## config.mk

```make
export PLATFORM = sky130hd
export DESIGN_NAME = ctest_packer
export DESIGN_NICKNAME = d
export VERILOG_FILES = /design/src/rtl/ctp_pkg.sv /design/src/rtl/ctp_seq.sv /design/src/rtl/ctp_slot.sv /design/src/rtl/ctp_accum.sv /design/src/rtl/ctest_packer.sv
export SDC_FILE = /design/constraint.sdc
export NUM_CORES = 1
export LEC_CHECK = 0
export CORE_AREA = 2 2 114 171
export CTS_CLUSTER_SIZE = 25
export DETAILED_ROUTE_END_ITERATION = 10
export DIE_AREA = 0 0 116 173
export GPL_TIMING_DRIVEN = 0
export MAX_ROUTING_LAYER = met4
export PLACE_DENSITY = 0.58
export SLEW_MARGIN = 10
export SYNTH_ARGS = -nofsm -noshare
export SYNTH_HDL_FRONTEND = slang
export SYNTH_HIERARCHICAL = 1
export SYNTH_SLANG_ARGS = --single-unit
export TNS_END_PERCENT = 20
```

## constraint.sdc

```tcl
create_clock -name clk -period 7.3 [get_ports clk]
set_input_delay 1.825 -clock clk [delete_from_list [all_inputs] [get_ports clk]]
set_output_delay 1.825 -clock clk [all_outputs]
set_load 0.01 [all_outputs]
```

## src/rtl/ctp_pkg.sv

```systemverilog
// Package: shared types for the condition-test result packer.
// Assumes: the pack code is a log2 of the results placed per destination element.
package ctp_pkg;
    typedef enum logic [1:0] {
        PK_X1 = 2'b00,
        PK_X2 = 2'b01,
        PK_X4 = 2'b10,
        PK_X8 = 2'b11
    } pack_code_e;

    typedef struct packed {
        logic       scalar;
        pack_code_e code;
    } pack_cfg_t;
endpackage

```

## src/rtl/ctp_seq.sv

```systemverilog
// Module: ctp_seq
// Sequences one packing run. It accepts a start pulse when idle, clamps the
// count, tracks the next expected element index, flags out-of-order strobes,
// and raises done after the final result.
// Assumes: results arrive in ascending index order starting at 0.
module ctp_seq #(
    parameter int MAX_CNT = 64,
    parameter int CNT_W   = 7,
    parameter int IDX_W   = 6
) (
    input  logic             clk,
    input  logic             rst_n,
    input  logic             start_i,
    input  logic [CNT_W-1:0] count_i,
    input  logic             res_valid_i,
    input  logic [IDX_W-1:0] res_idx_i,
    output logic             load_o,
    output logic             accept_o,
    output logic             last_o,
    output logic             done_o,
    output logic             error_o
);
    logic             busy_q;
    logic [CNT_W-1:0] cnt_q;
    logic [CNT_W-1:0] exp_q;
    logic [CNT_W-1:0] clamped;
    logic             bad;

    // Purpose: clamp the requested count and classify the incoming strobe.
    always_comb begin
        clamped  = (count_i > CNT_W'(MAX_CNT)) ? CNT_W'(MAX_CNT) : count_i;
        load_o   = start_i & ~busy_q;
        accept_o = busy_q & res_valid_i & (CNT_W'(res_idx_i) == exp_q);
        bad      = busy_q & res_valid_i & (CNT_W'(res_idx_i) != exp_q);
        last_o   = accept_o & (exp_q == cnt_q - 1'b1);
    end

    // Purpose: run state, expected index, done pulse and sticky error.
    always_ff @(posedge clk) begin
        if (!rst_n) begin
            busy_q  <= 1'b0;
            cnt_q   <= '0;
            exp_q   <= '0;
            done_o  <= 1'b0;
            error_o <= 1'b0;
        end else if (load_o) begin
            busy_q  <= (clamped != '0);
            cnt_q   <= clamped;
            exp_q   <= '0;
            done_o  <= (clamped == '0);
            error_o <= 1'b0;
        end else begin
            done_o <= last_o;
            if (accept_o) exp_q <= exp_q + 1'b1;
            if (last_o) busy_q <= 1'b0;
            if (bad) error_o <= 1'b1;
        end
    end

    // done never lasts two cycles
    a_r9_done_pulse: assert property (@(posedge clk) disable iff (!rst_n)
        done_o |=> !done_o);
    // nothing is accepted while idle
    a_r10_idle_no_accept: assert property (@(posedge clk) disable iff (!rst_n)
        !busy_q |-> !accept_o);
    // the loaded count never exceeds the ceiling
    a_r7_count_limit: assert property (@(posedge clk) disable iff (!rst_n)
        cnt_q <= CNT_W'(MAX_CNT));
    // error persists until a start is accepted
    a_r8_error_sticky: assert property (@(posedge clk) disable iff (!rst_n)
        (error_o && !load_o) |=> error_o);
endmodule

```

## src/rtl/ctp_slot.sv

```systemverilog
// Module: ctp_slot
// Maps an element index to a bit slot, a destination offset and a group-end
// flag. There is one variant per pack code, plus the scalar variant.
// Assumes: 8 <= DATA_W and MAX_CNT <= DATA_W, so a scalar slot always fits.
module ctp_slot #(
    parameter int IDX_W  = 6,
    parameter int SLOT_W = 6
) (
    input  logic             [IDX_W-1:0]  idx_i,
    input  ctp_pkg::pack_cfg_t            cfg_i,
    output logic             [SLOT_W-1:0] slot_o,
    output logic             [IDX_W-1:0]  ofs_o,
    output logic                          grp_end_o
);
    localparam int N_CODES = 4;

    logic [SLOT_W-1:0] slot_v [N_CODES];
    logic [IDX_W-1:0]  ofs_v  [N_CODES];
    logic              end_v  [N_CODES];

    for (genvar g = 0; g < N_CODES; g++) begin : g_code
        localparam int GRP = 1 << g;
        // Purpose: slot, offset and group end for 2**g results per element.
        always_comb begin
            slot_v[g] = SLOT_W'(idx_i & IDX_W'(GRP - 1));
            ofs_v[g]  = idx_i >> g;
            end_v[g]  = (slot_v[g] == SLOT_W'(GRP - 1));
        end
    end

    // Purpose: select the scalar mapping or the pack-code variant.
    always_comb begin
        if (cfg_i.scalar) begin
            slot_o    = SLOT_W'(idx_i);
            ofs_o     = '0;
            grp_end_o = 1'b0;
        end else begin
            slot_o    = slot_v[cfg_i.code];
            ofs_o     = ofs_v[cfg_i.code];
            grp_end_o = end_v[cfg_i.code];
        end
    end
endmodule

```

## src/rtl/ctp_accum.sv

```systemverilog
// Module: ctp_accum
// Merges accepted result bits into the current destination element and emits
// it as a registered write when told to flush. It then restarts from zero.
// Assumes: clear_i and acc_en_i are never high together.
module ctp_accum #(
    parameter int DATA_W = 64,
    parameter int SLOT_W = 6,
    parameter int OFS_W  = 6
) (
    input  logic              clk,
    input  logic              rst_n,
    input  logic              clear_i,
    input  logic              acc_en_i,
    input  logic              flush_i,
    input  logic              bit_i,
    input  logic [SLOT_W-1:0] slot_i,
    input  logic [OFS_W-1:0]  ofs_i,
    output logic              wr_valid_o,
    output logic [OFS_W-1:0]  wr_ofs_o,
    output logic [DATA_W-1:0] wr_data_o
);
    logic [DATA_W-1:0] acc_q;
    logic [DATA_W-1:0] merged;

    // Purpose: place the new bit into its slot on top of the partial value.
    always_comb merged = acc_q | (DATA_W'(bit_i) << slot_i);

    // Purpose: accumulate, flush to the write port, clear on a new run.
    always_ff @(posedge clk) begin
        if (!rst_n) begin
            acc_q      <= '0;
            wr_valid_o <= 1'b0;
            wr_ofs_o   <= '0;
            wr_data_o  <= '0;
        end else begin
            wr_valid_o <= acc_en_i & flush_i;
            if (clear_i) begin
                acc_q <= '0;
            end else if (acc_en_i && flush_i) begin
                wr_data_o <= merged;
                wr_ofs_o  <= ofs_i;
                acc_q     <= '0;
            end else if (acc_en_i) begin
                acc_q <= merged;
            end
        end
    end

    // every write is caused by an accepted result one cycle earlier
    a_r6_write_from_accept: assert property (@(posedge clk) disable iff (!rst_n)
        wr_valid_o |-> $past(acc_en_i));
    // the partial value starts empty after each write
    a_r6_fresh_after_write: assert property (@(posedge clk) disable iff (!rst_n)
        wr_valid_o |-> (acc_q == '0));
endmodule

```

## src/rtl/ctest_packer.sv

```systemverilog
// Module: ctest_packer (top)
// Packs per-element condition-test bits into 64-bit destination elements at
// a density of 1/2/4/8 per element, or all of them into one scalar register.
// Assumes: the caller presents results in ascending index order, one per strobe.
module ctest_packer #(
    parameter int DATA_W  = 64,
    parameter int MAX_CNT = 64,
    parameter int CNT_W   = $clog2(MAX_CNT + 1),
    parameter int IDX_W   = $clog2(MAX_CNT)
) (
    input  logic              clk,
    input  logic              rst_n,
    input  logic              start_i,
    input  logic [CNT_W-1:0]  count_i,
    input  logic [1:0]        pack_code_i,
    input  logic              scalar_i,
    input  logic              res_valid_i,
    input  logic              res_bit_i,
    input  logic [IDX_W-1:0]  res_idx_i,
    output logic              wr_valid_o,
    output logic [IDX_W-1:0]  wr_ofs_o,
    output logic [DATA_W-1:0] wr_data_o,
    output logic              done_o,
    output logic              error_o
);
    import ctp_pkg::*;

    localparam int SLOT_W = $clog2(DATA_W);

    pack_cfg_t         cfg_q;
    logic              load, accept, last, grp_end, flush;
    logic [SLOT_W-1:0] slot;
    logic [IDX_W-1:0]  ofs;

    ctp_seq #(.MAX_CNT(MAX_CNT), .CNT_W(CNT_W), .IDX_W(IDX_W)) seq_i (
        .clk(clk), .rst_n(rst_n), .start_i(start_i), .count_i(count_i),
        .res_valid_i(res_valid_i), .res_idx_i(res_idx_i),
        .load_o(load), .accept_o(accept), .last_o(last),
        .done_o(done_o), .error_o(error_o)
    );

    // Purpose: hold the run's packing configuration from start to done.
    always_ff @(posedge clk) begin
        if (!rst_n) cfg_q <= '0;
        else if (load) cfg_q <= '{scalar: scalar_i, code: pack_code_e'(pack_code_i)};
    end

    ctp_slot #(.IDX_W(IDX_W), .SLOT_W(SLOT_W)) slot_i (
        .idx_i(res_idx_i), .cfg_i(cfg_q),
        .slot_o(slot), .ofs_o(ofs), .grp_end_o(grp_end)
    );

    // Purpose: write out when a group fills or the run ends.
    always_comb flush = last | grp_end;

    ctp_accum #(.DATA_W(DATA_W), .SLOT_W(SLOT_W), .OFS_W(IDX_W)) acc_i (
        .clk(clk), .rst_n(rst_n), .clear_i(load), .acc_en_i(accept),
        .flush_i(flush), .bit_i(res_bit_i), .slot_i(slot), .ofs_i(ofs),
        .wr_valid_o(wr_valid_o), .wr_ofs_o(wr_ofs_o), .wr_data_o(wr_data_o)
    );

    // bits above the packed group are zero
    a_r4_high_bits_zero: assert property (@(posedge clk) disable iff (!rst_n)
        (wr_valid_o && !cfg_q.scalar) |-> ((wr_data_o >> (1 << cfg_q.code)) == '0));
    // scalar runs always target offset 0
    a_r5_scalar_offset: assert property (@(posedge clk) disable iff (!rst_n)
        (wr_valid_o && cfg_q.scalar) |-> (wr_ofs_o == '0));
    // completion of a non-empty run coincides with its final write
    a_r9_done_with_write: assert property (@(posedge clk) disable iff (!rst_n)
        (done_o && !$past(load)) |-> wr_valid_o);
endmodule

```

Word-level counts from Yosys, hierarchy flattened

Cells that the tools add are included.

Reduce and logical (&&, ||, !) cells: 7
Shift operators: 1
Mux-type cells: 16
Bitwise gates (word level): 12
Order comparisons: 2
Add/sub/neg operators: 2
Equal/unequal tests: 5

Operator list:

| operator                                                            | number |
|---|---|
| 64-bit bitwise OR                                                   | 1 |
| 1-bit by 6-bit << shifter with 64-bit output                        | 1 |
| 6-bit 2-to-1 mux                                                    | 6 |
| 6-bit binary-select mux with 2-bit select                           | 2 |
| 7-bit by 1-bit adder with 7-bit output (second input constant)      | 1 |
| 6-bit by 7-bit == test with 1-bit output                            | 1 |
| 7-bit == test                                                       | 1 |
| 7-bit greater-than comparator (second input constant)               | 1 |
| 7-bit logical NOT                                                   | 1 |
| 7-bit 2-to-1 mux                                                    | 1 |
| 6-bit by 7-bit inequality test with 1-bit output                    | 1 |
| 7-bit nonzero test                                                  | 1 |
| 7-bit by 1-bit subtractor with 7-bit output (second input constant) | 1 |
| 1-bit bitwise AND                                                   | 6 |
| 1-bit 2-to-1 mux                                                    | 6 |
| 3-bit == test (second input constant)                               | 1 |
| 3-bit greater-or-equal comparator (second input constant)           | 1 |
| 1-bit inverter                                                      | 3 |
| 2-bit inverter with 3-bit output                                    | 1 |
| 3-bit OR reduction                                                  | 1 |
| 1-bit binary-select mux with 2-bit select                           | 1 |
| 2-bit == test (second input constant)                               | 1 |
| 2-bit AND reduction                                                 | 1 |
| 2-bit nonzero test                                                  | 1 |
| other kinds (3)                                                     | 3 |

Output and inout port bits: 73
Flip-flop bits (word level): 155
Word-level logic and storage cells: 56
Input port bits: 21

Logic depth before layout (Yosys ltp)

Depth after elaboration: 8
Mapped depth: 13
Mapped depth without buffers: 11

Cells and area by module

Netlist, hierarchy kept.

Modules (own cells, without submodules):

| module       | times used | area each (um2) | cells each | seq. area each (um2) |
|---|---|---|---|---|
| ctp_accum    | 1          | 5,002.3         | 562        | 2,702.6 |
| ctp_seq      | 1          | 1,043.5         | 128        | 340.3 |
| ctp_slot     | 1          | 210.2           | 29         | 0.0 |
| ctest_packer | 1          | 115.1           | 10         | 60.1 |

Least setup slack after synthesis

OpenSTA, ideal clock, no wires.

Kind: in2reg
From: in res_idx_i[1]
To: reg acc_i.wr_data_o[0]
Required time: 7.177 ns
Slack: 3.562 ns
Stages on the path: 11
Data arrival time: 3.615 ns
Library setup time: 0.123 ns
Buffers on the path: 3
Cells stage by stage: xor2_1 a221oi_2 and4bb_2 nand4_1 inv_1 or2_2 and3b_1 buf_2 buf_2 buf_2 a21oi_1

Elaborated cells between the ends (all ways): 18
Those cells by class: 3 x eq/ne; 1 x shift; 8 x mux; 4 x bitwise; 2 x reduce/logical

RTL lines:

| element                                  | line               | text |
|---|---|---|
| start, declared                          | ctest_packer.sv:19 | `input logic [IDX_W-1:0] res_idx_i,` |
| 6-bit by 7-bit == test with 1-bit output | ctp_seq.sv:33      | `accept_o = busy_q & res_valid_i & (CNT_W'(res_idx_i) == exp_q);` |
| 1-bit bitwise AND                        | ctp_seq.sv:33      |  |
| named net accept                         | ctest_packer.sv:31 | `logic load, accept, last, grp_end, flush;` |
| 1-bit bitwise AND                        | ctp_seq.sv:35      | `last_o = accept_o & (exp_q == cnt_q - 1'b1);` |
| named net last                           | ctest_packer.sv:31 |  |
| 1-bit bitwise OR                         | ctest_packer.sv:54 | `always_comb flush = last \| grp_end;` |
| named net flush                          | ctest_packer.sv:31 |  |
| 1-bit logical AND                        | ctp_accum.sv:39    | `end else if (acc_en_i && flush_i) begin` |
| 2-bit AND reduction (no source line)     | -                  |  |
| end signal, assigned                     | ctp_accum.sv:40    | `wr_data_o <= merged;` |
| end, declared                            | ctp_accum.sv:20    | `output logic [DATA_W-1:0] wr_data_o` |

The timed path passes the listed nets, and every way through them passes these cells. The select of a mux whose other input is x is not followed.
A chain may end at the register's enable or synchronous reset.

Final worst setup path

Same ends and word-level chain as after synthesis.

==> results.json <==
{
  "insertion_delay_ns": 0.42,
  "vias_per_cell": 4.88,
  "overflow": 0,
  "status": "finished, final reports clean",
  "cts_setup_buffers": 0,
  "skew_ns": 0.0129,
  "hold_buffers": 0,
  "power.total_mw": 1.86,
  "synthArstFlopShare": 0,
  "slew_headroom": 0.582,
  "cts.repair.resized": 0,
  "routed-via-count": 5391,
  "path_cells": "clkdlybuf4s50_1 -> xor2_1 -> a221oi_2 -> and4bb_2 -> nand4_1 -> inv_1 -> or2_2 -> and3b_1 -> buf_2 -> buf_2 -> buf_2 -> a21oi_1",
  "initial_core_util": 0.345,
  "tns_ns": 0,
  "cp_top_family": "buffers and inverters",
  "drv_cap": 0,
  "core_area_sq_um": 18500,
  "synth_edf_count": 0,
  "synth_cells": 729,
  "die_x_microns": 116,
  "netlist_area_sq_um": 6370,
  "fin_ws_ns": 2.74,
  "p_int_mw": 1.42,
  "synthXorXnorAreaFrac": 0.0234,
  "post-place-ws_ns": 2.31,
  "grt_pass1_wl_mm": 27.6,
  "vdd.ir_drop.worst_mv": 0.122,
  "synth_mux_area_frac": 0.0163,
  "drive_gt1_frac": 0.129,
  "grt_max_degree": 17,
  "critPathMaxStageDelay_ns": 0.52,
  "p_comb_frac": 0.060,
  "place_area_sq_um": 7610,
  "synth-seq-cells": 155,
  "finalHoldViolCount": 0,
  "final_cell_mix": "a21oi_1, dfxtp_1, clkdlybuf4s50_1",
  "htreeDepth": 4,
  "finish.utilization": 0.444,
  "cp_max_fo": 10,
  "synth_fp_nets": 752,
  "grt_antenna_before_repair": 0,
  "synth.distinct_cells": 57,
  "cp.required_ns": 7.60,
  "synth-simple-area-share": 0.168,
  "power_frac_clock": 0.480,
  "clock_sinks": 155,
  "path_class": "input port to flip-flop",
  "synth_top_family_by_area": "compound AO/OA/AOI/OAI gates",
  "place_congestion": 0.789,
  "numCtsBuffers": 17,
  "port_buffers": 92,
  "n_antenna_cell": 0,
  "rsz0062_at_grt": "no",
  "antenna_left": 0,
  "die_h_microns": 173,
  "synth_compound_area_frac": 0.242,
  "firstDrtPassIters": 5,
  "detailed_place_hpwl_mm": 12.5,
  "mostFrequentLayoutCell": "a21oi_1",
  "areaGrowthSynthToFinish_pct": 28.8,
  "p_leak_nw": 2.99,
  "grt_pass1_vias": 5162,
  "hold_class": "flip-flop to flip-flop",
  "finalInstanceArea_sq_um": 8200,
  "clockRootBuffer": "clkbuf_16",
  "cp_slowest_cell": "clkdlybuf4s50_1",
  "wl_per_cell_microns": 15.6,
  "route.detailed.drc": 0,
  "grt_use_total": 0.182,
  "placed_cells": 1073,
  "tightest_slew_ns": 0.624,
  "syn_area_per_cell_sq_um": 8.74,
  "yosysWarnings": 6,
  "ios": 94,
  "p_switching_uw": 444,
  "die-area_sq_um": 20100,
  "power.share.sequential": 0.460,
  "fin_nets": 863,
  "yosys_most_used_dff": "dfxtp_1",
  "synth_fa_ha_area_frac": 0.00393,
  "yosys.area.top_type_share": 0.487,
  "period_needed_ns": 4.56,
  "power_switching_share": 0.239,
  "cp-end-kind": "flip-flop",
  "setup-violations-final": 0,
  "layoutNonFillerInstCount": 1105,
  "placementRows": 61,
  "cp_common_cell": "buf_2",
  "clkTransAtPathRegs_ns": 0.06,
  "crit_buf_inv": 5,
  "yosysTopAreaCell": "dfxtp_1",
  "ys_top_cells_by_area": "dfxtp_1, a21oi_1, nor2_1",
  "cts_buffer_depth": 2,
  "worstPathArrival_ns": 4.86,
  "fin_crit_sh": 0.625,
  "start_kind": "input port",
  "clock.fmax_mhz": 219,
  "wl_mm": 17.2,
  "cts_tree": "yes",
  "hold_slack_ns": 0.464,
  "yosysSeqAreaShare": 0.487,
  "drt_iter0_drc": 305,
  "cellPowerDensity_nw_per_um2": 227,
  "slew_violations": 0
}
cell usage after synthesis (6+ instances only):
| cell | number |
|---|---|
| a21oi_1 | 196 |
| dfxtp_1 | 155 |
| nor2_1 | 86 |
| o21ai_0 | 60 |
| buf_2 | 42 |
| nand2_1 | 19 |
| clkbuf_1 | 15 |
| xnor2_1 | 14 |
| inv_1 | 8 |
| o21ai_1 | 8 |
| mux2i_1 | 7 |
| a21oi_2 | 6 |
| and3_1 | 6 |
| nand4_1 | 6 |
| nor3b_1 | 6 |
final timing paths:
path / cells past startpoint / slack [ns] / endpoint / from
worst max-delay path: 12 / 2.74 / acc_i/wr_data_o[0]$_SDFFE_PN0P_ / res_idx_i[1]
worst min-delay path: 2 / 0.46 / acc_i/wr_ofs_o[4]$_SDFFE_PN0P_ / acc_i/wr_ofs_o[4]$_SDFFE_PN0P_
worst max register to register: 11 / 4.11 / acc_i/wr_data_o[0]$_SDFFE_PN0P_ / seq_i/cnt_q[2]$_SDFFE_PN0P_
worst min register to register: 2 / 0.46 / acc_i/wr_ofs_o[4]$_SDFFE_PN0P_ / acc_i/wr_ofs_o[4]$_SDFFE_PN0P_
kinds of logic (layout without fill, tap and decap cells):
logic type,count (synthesis),in the layout
XOR/XNOR,17,17
adder cells (fa/ha/maj),2,2
flip-flops,155,155
AO/OA/AOI/OAI,290,290
buffers and inverters,75,199
multiplexers,9,9
AND/OR/NAND/NOR,181,181
sequential cells by signal, summed over array words and instances (netlist names):
signal            flops
acc_i/wr_valid_o      1
seq_i/error_o         1
cfg_q                 3
seq_i/exp_q           7
acc_i/acc_q          64
acc_i/wr_data_o      64
seq_i/busy_q          1
seq_i/cnt_q           7
seq_i/done_o          1
acc_i/wr_ofs_o        6
cell type report:
| type | count | area [sq um] |
|---|---|---|
| sequential | 155 | 3100 |
| buffer | 67 | 349 |
| clock buffer | 18 | 439 |
| multi-input combinational | 499 | 2890 |
| clock inverter | 14 | 158 |
| inverter | 8 | 30.0 |
| timing repair buffer | 92 | 921 |
| fill | 1884 | 10300 |
| tap | 252 | 315 |
power groups by stage:
stage                     clock network (mW)  registers [mW]  logic (mW)
after detailed placement                   0           0.874       0.112
final                                  0.893           0.855       0.112
after CTS                              0.912           0.855       0.113
after global routing                   0.947           0.855       0.122
after global placement                     0           0.874       0.112
after floorplan                            0           0.873      0.0738
worst min-delay path, cell delays in order, from the launching register on:
cell      delay, ns
dfxtp_1        0.31
nand2_1        0.05
a21boi_1       0.05
layer usage:
metal / share of wire / global-route usage / up-vias
met5: 0 / - / -
met4: 0.017 / 0.0580 / 0
met3: 0.036 / 0.0291 / 19
met2: 0.53 / 0.317 / 103
met1: 0.41 / 0.211 / 2491
li1: - / - / 2778
Note: power is estimated with default switching activity, not from simulation.
